--- config.mk ---
export PLATFORM = sky130hd
export DESIGN_NAME = burst_addr_seq
export DESIGN_NICKNAME = d
export VERILOG_FILES = /design/src/rtl/burst_seq_pkg.sv /design/src/rtl/burst_rst_sync.sv /design/src/rtl/burst_beat_ctr.sv /design/src/rtl/burst_low_map.sv /design/src/rtl/burst_addr_seq.sv
export SDC_FILE = /design/constraint.sdc
export NUM_CORES = 1
export LEC_CHECK = 0
export CAP_MARGIN = 25
export CORE_UTILIZATION = 40
export CTS_CLUSTER_DIAMETER = 40
export CTS_CLUSTER_SIZE = 8
export DETAILED_ROUTE_END_ITERATION = 10
export DONT_BUFFER_PORTS = 1
export SLEW_MARGIN = 20
export SYNTH_ARGS = -nofsm -noshare
export SYNTH_HDL_FRONTEND = slang
export SYNTH_SLANG_ARGS = --single-unit
--- constraint.sdc ---
create_clock -name clk -period 1.1 [get_ports clk]
set_clock_uncertainty 0.2 [all_clocks]
set_input_delay 0 -clock clk [delete_from_list [all_inputs] [get_ports clk]]
set_output_delay 0 -clock clk [all_outputs]
set_load 0.02 [all_outputs]
--- src/rtl/burst_seq_pkg.sv ---
package burst_seq_pkg;
  typedef enum logic {
    ORD_LINEAR     = 1'b0,
    ORD_INTERLEAVE = 1'b1
  } burst_order_e;
endpackage

--- src/rtl/burst_rst_sync.sv ---
module burst_rst_sync #(
  parameter int STAGES = 2
) (
  input  logic clk,
  input  logic arst_n,
  output logic srst_n
);
  logic [STAGES-1:0] chain_q;

  always_ff @(posedge clk or negedge arst_n) begin
    if (!arst_n) chain_q <= '0;
    else         chain_q <= {chain_q[STAGES-2:0], 1'b1};
  end

  assign srst_n = chain_q[STAGES-1];
endmodule

--- src/rtl/burst_beat_ctr.sv ---
module burst_beat_ctr #(
  parameter int BW = 2
) (
  input  logic          clk,
  input  logic          rst_n,
  input  logic          en,
  input  logic          clear,
  input  logic          step,
  output logic [BW-1:0] beat
);
  logic [BW-1:0] beat_q, beat_d;

  always_comb begin
    beat_d = beat_q;
    if (clear)     beat_d = '0;
    else if (step) beat_d = beat_q + BW'(1);
  end

  always_ff @(posedge clk or negedge rst_n) begin
    if (!rst_n)  beat_q <= '0;
    else if (en) beat_q <= beat_d;
  end

  assign beat = beat_q;
endmodule

--- src/rtl/burst_low_map.sv ---
module burst_low_map
  import burst_seq_pkg::*;
#(
  parameter int BW = 2
) (
  input  logic          [BW-1:0] start,
  input  logic          [BW-1:0] beat,
  input  burst_order_e           order,
  output logic          [BW-1:0] low
);
  logic [BW-1:0] lin_low, ilv_low;

  assign lin_low = start + beat;

  for (genvar i = 0; i < BW; i++) begin : g_xor
    assign ilv_low[i] = start[i] ^ beat[i];
  end

  assign low = (order == ORD_INTERLEAVE) ? ilv_low : lin_low;
endmodule

--- src/rtl/burst_addr_seq.sv ---
module burst_addr_seq
  import burst_seq_pkg::*;
#(
  parameter int ADDR_W = 20,
  parameter int BURST_BITS = 2
) (
  input  logic              clk,
  input  logic              rst_n,
  input  logic              clk_en,
  input  logic              load_adv,
  input  logic              sel,
  input  logic [ADDR_W-1:0] ext_addr,
  input  logic              order_ilv,
  output logic [ADDR_W-1:0] acc_addr,
  output logic              acc_valid
);
  localparam int BW = BURST_BITS;
  localparam int UW = ADDR_W - BW;

  logic          srst_n;
  logic [UW-1:0] upper_q, upper_d;
  logic [BW-1:0] start_q, start_d;
  burst_order_e  mode_q, mode_d;
  logic          valid_q, valid_d;
  logic [BW-1:0] beat;
  logic [BW-1:0] low;
  logic          do_load;

  burst_rst_sync #(.STAGES(2)) u_rst (
    .clk    (clk),
    .arst_n (rst_n),
    .srst_n (srst_n)
  );

  assign do_load = load_adv & sel;

  always_comb begin
    upper_d = upper_q;
    start_d = start_q;
    mode_d  = mode_q;
    valid_d = valid_q;
    if (load_adv) begin
      if (sel) begin
        upper_d = ext_addr[ADDR_W-1:BW];
        start_d = ext_addr[BW-1:0];
        mode_d  = burst_order_e'(order_ilv);
        valid_d = 1'b1;
      end else begin
        valid_d = 1'b0;
      end
    end
  end

  always_ff @(posedge clk or negedge srst_n) begin
    if (!srst_n) begin
      upper_q <= '0;
      start_q <= '0;
      mode_q  <= ORD_LINEAR;
      valid_q <= 1'b0;
    end else if (clk_en) begin
      upper_q <= upper_d;
      start_q <= start_d;
      mode_q  <= mode_d;
      valid_q <= valid_d;
    end
  end

  burst_beat_ctr #(.BW(BW)) u_beat (
    .clk   (clk),
    .rst_n (srst_n),
    .en    (clk_en),
    .clear (do_load),
    .step  (~load_adv),
    .beat  (beat)
  );

  burst_low_map #(.BW(BW)) u_map (
    .start (start_q),
    .beat  (beat),
    .order (mode_q),
    .low   (low)
  );

  assign acc_addr  = {upper_q, low};
  assign acc_valid = valid_q;
endmodule

==> impl_metrics.py <==
metrics = {
    "worst_setup_path": {
        "critPathRequiredTime_ns": 0.90,
        "path_class": "reg -> out",
        "worstPathArrival_ns": 1.24,
        "crit_fanout": 2,
        "endpoint_kind": "output pin",
        "worst_setup_path_start_kind": "flip-flop",
    },
    "power_and_ir_drop": {
        "power_mw": 2.969,
        "p_leak_nw": 0.9200,
        "vdd_drop_max_v": 0.001135,
        "p_per_area_nw_per_um2": 1634,
    },
    "timing": {
        "finalMaxSlewViolations": 0,
        "fin_ws_ns": -0.3417,
        "rsz0062_at_grt": "true",
        "whs_ns": -0.08619,
        "period_share": 1.311,
        "setup_viol": 6,
        "hold_viol_final": 6,
        "final.min_clock_period_ns": 1.442,
        "max_freq_ghz": 0.6936,
        "finalSetupTns_ns": -0.7250,
    },
    "synthesis": {
        "synth_top_area_cell": "dfrtp_1",
        "yosysWarningCount": 0,
        "synth-seq-area-share": 0.5936,
        "synth_compound_area_frac": 0.02854,
        "yosysUniqueCellTypes": 17,
        "synthMuxAreaShare": 0.2808,
        "ys_ff_latch": 26,
        "synth_area_per_cell_um2": 16.61,
        "synth_nets": 93,
        "synth_top_area_frac": 0.5936,
        "yosys.area_share.adder": 0.01142,
        "synth_cells": 66,
        "synth_top_family_by_area": "multiplexers",
        "synthXorXnorAreaFrac": 0.01598,
        "synth.area.top_cells": "dfrtp_1, mux2_4, buf_6, mux2_2, nand3_4",
        "synthSimpleGateAreaFrac": 0.03881,
        "syn_area_um2": 1096,
    },
    "grt": {
        "grt_usage": 0.1649,
        "gr-total-overflow": 0,
        "grtUsageMet3": 0.02500,
        "grt_max_degree": 15,
        "use_met1": 0.2021,
        "grt_pass1_wl_um": 3298,
        "grt-busiest-layer": "met2",
        "gr-usage-met2": 0.2724,
        "grt_pass1_vias": 721,
        "antenna_found_initial": 0,
    },
    "routing": {
        "ant_nets": 0,
        "wl_per_cell_um": 14.31,
        "drt_iter0_markers": 3,
        "vias_per_cell": 4.597,
        "wirelength_um": 2275,
        "drtPass1Iterations": 2,
        "num_vias": 731,
        "drc": 0,
    },
    "place": {
        "gp_congestion": 0.6374,
        "portBuffers": 0,
        "hpwl_um": 1460,
    },
    "clock_tree": {
        "clk_path_buf_depth": 2,
        "htreeDepth": 1,
        "cts_buffers": 3,
        "clk_pin_slew_ns": 0.14,
        "clk_latency_ns": 0.32,
        "cts-root-buf": "clkbuf_4",
        "cts_tree": "yes",
        "clock-sinks": 26,
    },
    "worst_hold_path": {
        "worst_hold_path_type": "reg -> async",
    },
    "floorplanning": {
        "num_rows": 18,
        "dieArea_um2": 2953,
        "core_um2": 2522,
        "initial_core_util": 0.4345,
        "num_io_pins": 47,
        "die_w_um": 54.35,
        "die_h_um": 54.35,
    },
    "cells_and_area": {
        "final_cell_mix": "dfrtp_1, dlygate4sd3_1, buf_6",
        "syn_to_final_growth_pct": 65.75,
        "final_common_cell": "dfrtp_1",
        "n_antenna_cell": 0,
        "layout.nets": 157,
        "nFillCells": 174,
        "drive_above_1_share": 0.5194,
    },
    "run": {
        "maxCapViolCount": 0,
    },
    "run_status": {
        "failed_checks": "negative hold slack, negative setup slack",
        "status": "finished, violations left",
    },
}
-- per-stage QoR --
stage	setup slack, ns	cells	utilization	instance area (um2)	hold WS (ns)
5_1_grt	-0.4051	159	0.7202	1817	-0.05948
2_1_floorplan	-0.02791	66	-	1122	-0.4956
3_5_place_dp	-0.1247	117	0.5258	1326	-0.4955
6_report	-0.3417	159	0.7202	1817	-0.08619
3_3_place_gp	-0.04866	117	0.5258	1326	-0.4955
4_1_cts	-0.3637	149	0.6577	1659	-0.08550
-- timing repair --
item	4_1_cts	5_1_grt
buffers inserted	2	10
setup endpoints to repair	5	44
gates resized for setup	5	24
endpoints found under the hold margin	31	6
hold buffers	26	1
pin swaps	3	1
-- final cells by class --
class | instances | area (um2) | share of cell area
sequential | 26 | 650.6 | 0.3581
tap | 30 | 37.54 | 0.02066
multi-input combinational | 36 | 456.7 | 0.2514
timing repair buffer | 62 | 631.9 | 0.3478
inverter | 1 | 3.754 | 0.002066
clock buffer | 4 | 36.28 | 0.01997
-- path summary, 6_finish.rpt --
check	startpoint	to	slack, ns	cells past startpoint
setup / recovery	u_beat.beat[0]	acc_addr[1]	-0.34	3
hold / removal	u_rst.chain_q[1]	mode_q	-0.09	0
setup reg to reg	u_beat.beat[1]	u_beat.beat[1]	-0.15	4
hold reg to reg	u_rst.chain_q[1]	mode_q	-0.09	0
max in group asynchronous	u_rst.chain_q[1]	upper_q[5]	0.35	1
min in group clk	clk_en	acc_valid	-0.03	4
-- registers in the layout, summed over array words and instances (netlist names) --
name,flops
start_q,2
mode_q,1
u_rst.chain_q,2
upper_q,18
u_beat.beat,2
acc_valid,1
-- Yosys cell counts, drive strengths merged --
| library cell | number |
|---|---|
| dfrtp | 26 |
| nand2 | 3 |
| a21o | 1 |
| mux2 | 21 |
| inv | 1 |
| xnor2 | 2 |
| ha | 1 |
| nor2 | 2 |
| conb | 1 |
| a32o | 1 |
| nand3 | 1 |
| buf | 2 |
| a22o | 1 |
| o21ai | 1 |
| clkbuf | 1 |
| nor2b | 1 |
-- routing by layer --
layer	up-vias	share of wire
met3	4	0.029
met5	-	0
li1	350	-
met1	362	0.42
met4	0	0.016
met2	15	0.54
-- logic make-up after synthesis --
family	after synthesis
other	1
and+or+nand+nor	7
DFF	26
xor gates and xnor gates	2
adders and majority gates	1
AOI/OAI and AO/OA	4
buffers and inverters	4
muxes	21
-- power by group --
part / internal (mW) / leakage, nW / switching, mW
Sequential: 1.13 / 0.309 / 0.142
Combinational: 0.744 / 0.590 / 0.470
Clock: 0.203 / 0.0210 / 0.280
-- worst max-delay path: stages, from the launching register on --
cell and delay, ns:
dfrtp_1 0.41, ha_2 0.18, nor2b_4 0.13, xnor2_4 0.20
Note: power is estimated with default switching activity, not from simulation.
